==> config.mk <==
export PLATFORM = sky130hd
export DESIGN_NAME = gobj_tracker
export DESIGN_NICKNAME = d
export VERILOG_FILES = /design/src/rtl/gobj_pkg.sv /design/src/rtl/gobj_decode.sv /design/src/rtl/gobj_enable.sv /design/src/rtl/gobj_tracker.sv
export SDC_FILE = /design/constraint.sdc
export NUM_CORES = 1
export LEC_CHECK = 0
export BUFFER_PORTS_ARGS = -buffer_cell sky130_fd_sc_hd__buf_4
export CAP_MARGIN = 30
export CORE_ASPECT_RATIO = 0.9
export CORE_MARGIN = 4
export CORE_UTILIZATION = 49
export DETAILED_ROUTE_END_ITERATION = 12
export PLACE_DENSITY = 0.79
export SETUP_SLACK_MARGIN = 0.3
export SYNTH_ARGS = -nofsm -noshare
export SYNTH_HDL_FRONTEND = slang
export SYNTH_SLANG_ARGS = --single-unit
==> constraint.sdc <==
create_clock -name clk -period 3.55 [get_ports clk]
set_input_delay 1.065 -clock clk [delete_from_list [all_inputs] [get_ports clk]]
set_output_delay 1.065 -clock clk [all_outputs]
set_load 0.005 [all_outputs]
==> src/rtl/gobj_pkg.sv <==
package gobj_pkg;

    localparam int WORD_W   = 32;
    localparam int CLS_W    = 8;
    localparam int OP_W     = 3;

    // state word fields
    localparam int B_CHROMA = 12;
    localparam int B_CLIP   = 13;
    localparam int B_SWZ    = 14;
    localparam int OP_LSB   = 15;
    localparam int B_EN     = 24;

    // validity word fields
    localparam int B_DST    = 25;
    localparam int B_SRC    = 26;
    localparam int B_PAT    = 27;
    localparam int B_ROP    = 28;
    localparam int B_BETA1  = 29;
    localparam int B_BETA4  = 30;

    localparam logic [WORD_W-1:0] OP_MASK    = WORD_W'(((1 << OP_W) - 1) << OP_LSB);
    localparam logic [WORD_W-1:0] VAL_FIELDS = WORD_W'(32'h7E00_0000);

    // class codes
    localparam logic [CLS_W-1:0] C_NULL      = 8'h30;
    localparam logic [CLS_W-1:0] C_SURF2D    = 8'h42;
    localparam logic [CLS_W-1:0] C_SWZSURF   = 8'h52;
    localparam logic [CLS_W-1:0] C_PATT_OLD  = 8'h18;
    localparam logic [CLS_W-1:0] C_PATT_NEW  = 8'h44;
    localparam logic [CLS_W-1:0] C_ROP       = 8'h43;
    localparam logic [CLS_W-1:0] C_BETA1     = 8'h12;
    localparam logic [CLS_W-1:0] C_BETA4     = 8'h72;
    localparam logic [CLS_W-1:0] C_SURF_DST  = 8'h58;
    localparam logic [CLS_W-1:0] C_SURF_SRC  = 8'h59;
    localparam logic [CLS_W-1:0] C_SURF_COL  = 8'h5A;
    localparam logic [CLS_W-1:0] C_SURF_ZET  = 8'h5B;
    localparam logic [CLS_W-1:0] C_CLIPRECT  = 8'h19;
    localparam logic [CLS_W-1:0] C_CHROMA    = 8'h57;
    localparam logic [CLS_W-1:0] C_LEG_BLIT  = 8'h1F;
    localparam logic [CLS_W-1:0] C_LEG_TRI   = 8'h48;

    typedef enum logic [3:0] {
        M_SET_OP     = 4'd0,
        M_SURF2D     = 4'd1,
        M_SURF2D_SWZ = 4'd2,
        M_PATT_OLD   = 4'd3,
        M_PATT_NEW   = 4'd4,
        M_ROP        = 4'd5,
        M_BETA1      = 4'd6,
        M_BETA4      = 4'd7,
        M_SURF_DST   = 4'd8,
        M_SURF_SRC   = 4'd9,
        M_SURF_COL   = 4'd10,
        M_SURF_ZET   = 4'd11,
        M_CLIP       = 4'd12,
        M_CHROMA     = 4'd13
    } method_e;

    typedef struct packed {
        logic              accept;
        logic [WORD_W-1:0] ctx_mask;
        logic [WORD_W-1:0] ctx_set;
        logic [WORD_W-1:0] val_mask;
        logic [WORD_W-1:0] val_set;
    } upd_t;

    typedef struct packed {
        logic [WORD_W-1:0] ctx;
        logic [WORD_W-1:0] val;
        logic              err;
    } trk_t;

endpackage

==> src/rtl/gobj_decode.sv <==
module gobj_decode
    import gobj_pkg::*;
#(
    parameter int DATA_W       = 8,
    parameter int MAX_OP       = 5,
    parameter int LEGACY_LIMIT = 'h40,
    parameter int LEGACY_OPS   = 3
) (
    input  logic [3:0]       method,
    input  logic [CLS_W-1:0] obj_class,
    input  logic [DATA_W-1:0] data,
    output upd_t             upd
);

    logic             single_d;
    logic             on_ctx_d;
    logic [CLS_W-1:0] match_d;
    int               bitpos_d;
    logic [WORD_W-1:0] bit_mask;
    logic [CLS_W-1:0] bound;

    assign bound    = data[CLS_W-1:0];
    assign bit_mask = WORD_W'(1) << bitpos_d;

    // single-flag bind lookup
    always_comb begin
        single_d = 1'b1;
        on_ctx_d = 1'b0;
        match_d  = '0;
        bitpos_d = B_DST;
        case (method)
            M_PATT_OLD: begin match_d = C_PATT_OLD; bitpos_d = B_PAT;   end
            M_PATT_NEW: begin match_d = C_PATT_NEW; bitpos_d = B_PAT;   end
            M_ROP:      begin match_d = C_ROP;      bitpos_d = B_ROP;   end
            M_BETA1:    begin match_d = C_BETA1;    bitpos_d = B_BETA1; end
            M_BETA4:    begin match_d = C_BETA4;    bitpos_d = B_BETA4; end
            M_SURF_DST: begin match_d = C_SURF_DST; bitpos_d = B_DST;   end
            M_SURF_SRC: begin match_d = C_SURF_SRC; bitpos_d = B_SRC;   end
            M_SURF_COL: begin match_d = C_SURF_COL; bitpos_d = B_DST;   end
            M_SURF_ZET: begin match_d = C_SURF_ZET; bitpos_d = B_SRC;   end
            M_CLIP:     begin match_d = C_CLIPRECT; bitpos_d = B_CLIP;   on_ctx_d = 1'b1; end
            M_CHROMA:   begin match_d = C_CHROMA;   bitpos_d = B_CHROMA; on_ctx_d = 1'b1; end
            default:    single_d = 1'b0;
        endcase
    end

    always_comb begin
        upd = '0;
        if (method == M_SET_OP) begin
            if (32'(data) <= MAX_OP &&
                !(32'(data) >= LEGACY_OPS && 32'(obj_class) < LEGACY_LIMIT)) begin
                upd.accept   = 1'b1;
                upd.ctx_mask = OP_MASK;
                upd.ctx_set  = WORD_W'(data[OP_W-1:0]) << OP_LSB;
            end
        end else if (method == M_SURF2D || method == M_SURF2D_SWZ) begin
            upd.ctx_mask = WORD_W'(1) << B_SWZ;
            upd.val_mask = WORD_W'(1) << B_DST;
            if (bound == C_NULL) begin
                upd.accept = 1'b1;
            end else if (bound == C_SURF2D) begin
                upd.accept  = 1'b1;
                upd.val_set = WORD_W'(1) << B_DST;
            end else if (bound == C_SWZSURF && method == M_SURF2D_SWZ) begin
                upd.accept  = 1'b1;
                upd.val_set = WORD_W'(1) << B_DST;
                upd.ctx_set = WORD_W'(1) << B_SWZ;
            end
        end else if (single_d && (bound == C_NULL || bound == match_d)) begin
            upd.accept = 1'b1;
            if (on_ctx_d) begin
                upd.ctx_mask = bit_mask;
                upd.ctx_set  = (bound == match_d) ? bit_mask : '0;
            end else begin
                upd.val_mask = bit_mask;
                upd.val_set  = (bound == match_d) ? bit_mask : '0;
            end
        end
        if (!upd.accept) begin
            upd.ctx_mask = '0;
            upd.ctx_set  = '0;
            upd.val_mask = '0;
            upd.val_set  = '0;
        end
    end

endmodule

==> src/rtl/gobj_enable.sv <==
module gobj_enable
    import gobj_pkg::*;
(
    input  logic [WORD_W-1:0] ctx,
    input  logic [WORD_W-1:0] val,
    output logic              en
);

    logic [OP_W-1:0]  op;
    logic [CLS_W-1:0] cls;
    logic             need_src;
    logic             op_ok;

    assign op       = ctx[OP_LSB +: OP_W];
    assign cls      = ctx[CLS_W-1:0];
    assign need_src = (cls == C_LEG_BLIT) || (cls == C_LEG_TRI);

    always_comb begin
        case (op)
            3'd0, 3'd3: op_ok = 1'b1;
            3'd1:       op_ok = val[B_PAT] & val[B_ROP];
            3'd2:       op_ok = val[B_BETA1];
            3'd4, 3'd5: op_ok = val[B_BETA4];
            default:    op_ok = 1'b0;
        endcase
    end

    assign en = val[B_DST] & (val[B_SRC] | ~need_src) & op_ok;

endmodule

==> src/rtl/gobj_tracker.sv <==
module gobj_tracker
    import gobj_pkg::*;
#(
    parameter int DATA_W       = 8,
    parameter int MAX_OP       = 5,
    parameter int LEGACY_LIMIT = 'h40
) (
    input  logic              clk,
    input  logic              rst_n,
    input  logic              cmd_valid,
    output logic              cmd_ready,
    input  logic [3:0]        cmd_method,
    input  logic [CLS_W-1:0]  cmd_class,
    input  logic [DATA_W-1:0] cmd_data,
    output logic [WORD_W-1:0] state_word,
    output logic [WORD_W-1:0] valid_word,
    output logic              cmd_err
);

    trk_t              st_d, st_q;
    upd_t              upd;
    logic [WORD_W-1:0] ctx_pre, val_pre;
    logic              en_nx;
    logic              take;

    assign cmd_ready = 1'b1;
    assign take      = cmd_valid & cmd_ready;

    gobj_decode #(
        .DATA_W       (DATA_W),
        .MAX_OP       (MAX_OP),
        .LEGACY_LIMIT (LEGACY_LIMIT),
        .LEGACY_OPS   (3)
    ) u_dec (
        .method    (cmd_method),
        .obj_class (cmd_class),
        .data      (cmd_data),
        .upd       (upd)
    );

    always_comb begin
        ctx_pre = (st_q.ctx & ~upd.ctx_mask) | upd.ctx_set;
        ctx_pre[CLS_W-1:0] = cmd_class;
        val_pre = (st_q.val & ~upd.val_mask) | upd.val_set;
    end

    gobj_enable u_en (
        .ctx (ctx_pre),
        .val (val_pre),
        .en  (en_nx)
    );

    always_comb begin
        st_d     = st_q;
        st_d.err = 1'b0;
        if (take) begin
            if (upd.accept) begin
                st_d.ctx        = ctx_pre;
                st_d.ctx[B_EN]  = en_nx;
                st_d.val        = val_pre;
            end else begin
                st_d.err = 1'b1;
            end
        end
    end

    always_ff @(posedge clk) begin
        if (!rst_n) st_q <= '0;
        else        st_q <= st_d;
    end

    assign state_word = st_q.ctx;
    assign valid_word = st_q.val;
    assign cmd_err    = st_q.err;


    op_range_chk: assert property (@(posedge clk) disable iff (!rst_n)
        32'(st_q.ctx[OP_LSB +: OP_W]) <= MAX_OP);


    err_hold_chk: assert property (@(posedge clk) disable iff (!rst_n)
        st_q.err |-> ($stable(st_q.ctx) && $stable(st_q.val)));


    idle_stable_chk: assert property (@(posedge clk) disable iff (!rst_n)
        !$past(cmd_valid) |-> ($stable(st_q.ctx) && $stable(st_q.val) && !st_q.err));


    en_needs_dst_chk: assert property (@(posedge clk) disable iff (!rst_n)
        st_q.ctx[B_EN] |-> st_q.val[B_DST]);


    op1_needs_chk: assert property (@(posedge clk) disable iff (!rst_n)
        (st_q.ctx[B_EN] && st_q.ctx[OP_LSB +: OP_W] == 3'd1) |-> (st_q.val[B_PAT] && st_q.val[B_ROP]));


    val_fields_chk: assert property (@(posedge clk) disable iff (!rst_n)
        (st_q.val & ~VAL_FIELDS) == '0);

endmodule

==> metrics.md <==
| Metric | Value |
|---|---|
| Arrival time at the worst endpoint | `roughly 3.2 ns` |
| Critical path peak fanout | `23` |
| GRT busiest layer | `met2` |
| Post_cts resized | `0` |
| Cell taking the most area after synthesis | `dfxtp_1` |
| Worst Hold Class | `flip-flop to flip-flop` |
| Num CTS Buffers | `5` |
| Die H | `74.8 µm` |
| Met2 Use GR | `slightly below 30%` |
| Met3 GRT Util | `approximately 7.1%` |
| Post-DRT Antenna Nets | `0` |
| Clock sinks | `43` |
| TritonCTS clock tree | `yes` |
| Status | `finished, final reports clean` |
| Synthesized area per cell | `about 8.7 µm²` |
| Hold_ws | `around 0.46 ns` |
| Vias in the first global route | `approximately 1.9k` |
| Final Power | `0.000906 W` |
| First-pass GRT wire length | `9200 µm` |
| Clock Skews | `between 0.006 and 0.007 ns` |
| Hold endpoint | `valid_word[10]$_SDFFE_PN0P_` |
| Via count | `2,158` |
| Maximum vdd drop | `~250 µV` |
| M1 GR Usage | `a little over a quarter` |
| Worst Path Required | `3.74 ns` |
| Yosys cell types | `54` |
| CP most frequent cell | `nor2b_1` |
| Die Width | `around 80 µm` |
| Vias per inst | `approximately 5.3` |
| Reg-to-reg critical path startpoint | `state_word[16]$_SDFFE_PN0P_` |
| Startpoint types | `primary input` |
| Cells along the critical path | `buf_4 > nor2b_1 > o31a_1 > a2111oi_4 > o2111ai_2 > o21a_1 > nor2_4 > buf_12 > mux2i_1 > nor2b_1` |
| Post-CTS Setup Bufs | `0` |
| #FFs+latches synth | `43` |
| Mapped Area | `roughly 2400 µm²` |
| Layout Area Growth over Synthesis | `21.5%` |
| Asr flop ratio synth | `0%` |
| Hold Crit Depth | `1` |
| Synth warn | `0` |
| Sequential-to-total area share from yosys stat | `between 30% and 40%` |
| Most common cell in the netlist | `dfxtp_1` |
| Max Cap Violations | `0` |
| Worst-Margin Slew | `roughly 0.55 ns` |
| CTS root buffer | `clkbuf_8` |
| Setup TNS | `0 ns` |
| RSZ-0062 raised after global routing | `no` |
| Critical Path Max Stage Delay | `around 0.34 ns` |
| Layout cells sized above 1 | `25.4%` |
| DP HPWL | `~4300 µm` |
| Critical setup path kind | `primary input to flip-flop` |
| CP max stage cell | `o31a_1` |
| Router iterations before antenna repair | `4` |
| Ports | `~90` |
| Cts hold-fix bufs | `0` |
| Synth Flop Type | `dfxtp_1` |
| GR Overflow Total | `0` |
| Final Critical Period | `between 3 and 4 ns` |
| Cells after synthesis | `280` |
| Final GP Congestion | `0.897` |
| Clock Pin Slew Worst Setup and Hold Paths | `0.08 ns` |
| Max-slew headroom | `62.9%` |
| RR Endpoint | `state_word[24]$_SDFFE_PN0P_` |
| Static Leakage | `1.26 nW` |
| Layout net count | `between 300 and 400` |
| Final Hold Fails | `0` |
| N_diodes | `0` |
| Total track usage | `~20%` |
| Worst-Skew Late Latency | `0.29 ns` |
| Final Setup Violations | `0` |
| Pwr dens | `roughly 310 nW/µm²` |
| Synth top area share | `about 35%` |
| Area of the core | `roughly 4800 µm²` |
| Count of flip-flops with a built-in enable after synthesis | `0` |
| Inst Count DP | `between 300 and 400` |
| Hold Crit Start | `valid_word[10]$_SDFFE_PN0P_` |
| DRT iter0 DRCs | `roughly 110` |
| DRC Markers | `0` |
| R2R depth | `4` |
| Initial core utilization | `around half` |
| Period utilization | `between 80% and 90%` |
| Largest net degree at the start of global routing | `between 40 and 50` |
| Final Max Slew Viols | `0` |
| Fin cells | `a little over 400` |
| Top post-synthesis cells by area | `dfxtp_1 35%, buf_4 7.4%, and2_1 5.9%` |
| Drt wl/cell | `14.5 µm` |
| CTS H-tree lvls | `2` |
| CP endpoint kind | `flip-flop` |
| DRT Wirelength | `5860 µm` |
| Reg2reg setup slack | `about 2.2 ns` |
| Commonest cells post-synth | `43 x dfxtp_1, 24 x buf_4, 23 x and2_1` |
| Die Footprint | `a little over 6000 µm²` |
| Site Rows | `24` |
| Initial antenna violation count | `0` |
| PortBufs | `between 60 and 70` |
| Max Fclk | `between 300 and 400 MHz` |
| Max Root-Sink Buffers | `2` |
-- sequential cells by signal (all words and copies together) (netlist names) --
register and count:
state_word 26, cmd_err 1, valid_word 16
-- power breakdown --
group / internal, W / total (W) / switching, W
logic: 0.0000454 / 0.000118 / 0.0000726
registers: 0.000483 / 0.000484 / 0.000000613
clock network: 0.000138 / 0.000304 / 0.000167
-- layer usage --
metal  share of wire, %  vias up
met5                  0        -
met3                 11       11
met4                1.2        0
met2                 44      118
li1                   -     1054
met1                 44      975
-- how the worst max path moves through the flow --
stage,start,endpoint,slack (ns),cells past startpoint
2_1_floorplan,cmd_method[1],valid_word[28]$_SDFFE_PN0P_,0.57,9
3_3_place_gp,cmd_method[1],state_word[24]$_SDFFE_PN0P_,0.30,9
3_5_place_dp,cmd_method[3],state_word[1]$_SDFFE_PN0P_,0.23,10
4_1_cts,cmd_method[0],state_word[5]$_SDFFE_PN0P_,0.53,10
5_1_grt,cmd_method[3],state_word[24]$_SDFFE_PN0P_,0.39,9
6_report,cmd_method[3],state_word[5]$_SDFFE_PN0P_,0.52,10
-- final cells by class --
type | count | area [µm²]
Timing Repair Buffer | 70 | 538
Sequential cell | 43 | 861
Tap cell | 65 | 81.3
Clock inverter | 2 | 12.5
Multi-Input combinational cell | 213 | 1370
Inverter | 5 | 18.8
Clock buffer | 6 | 72.6
Fill cell | 422 | 1880
-- through the flow --
step,util (%),instance area (µm²),setup slack [ns]
CTS,61.1,2950,0.531
global route,61.1,2950,0.395
global placement,59.3,2870,0.296
detailed placement,59.3,2870,0.232
floorplan,-,2510,0.566
finish,61.1,2950,0.516
-- critical path: cells and delay by family --
| kind | cells | cell delay (ns) |
|---|---|---|
| AO/OA/AOI/OAI | 4 | 1.18 |
| buffers and inverters | 2 | 0.41 |
| AND/OR/NAND/NOR | 3 | 0.33 |
| multiplexers | 1 | 0.22 |
-- placed cells by master (no fill, tap or decap), types with 2 or more instances in the layout --
cell and instances:
a211oi_1 5, a21boi_0 2, a21boi_1 2, a21oi_1 5
a31oi_1 3, and2_1 23, and3b_1 5, buf_4 69
clkbuf_8 5, conb_1 23, dfxtp_1 43, inv_1 4
mux2i_1 14, nand2_1 21, nand2b_1 2, nand3_1 7
nand4_1 5, nor2_1 14, nor2b_1 18, nor3_1 6
nor3b_1 3, nor4_1 3, o211a_1 3, o211ai_1 4
o21a_1 2, o21ai_0 10, o21ai_1 3, o2bb2ai_1 2
o31ai_1 3, o41ai_1 3, xnor2_1 3
-- cell families (layout without fill, tap and decap cells) --
family	Yosys count	in the layout	synth area share, %
XOR/XNOR	3	3	1.08
other	2	23	0.309
flip-flops	43	43	35.4
buffers and inverters	45	83	11.5
multiplexers	15	15	6.23
AO/OA/AOI/OAI	56	56	17.7
AND/OR/NAND/NOR	116	116	27.8
No activity file was read; power rests on OpenSTA's default activity.
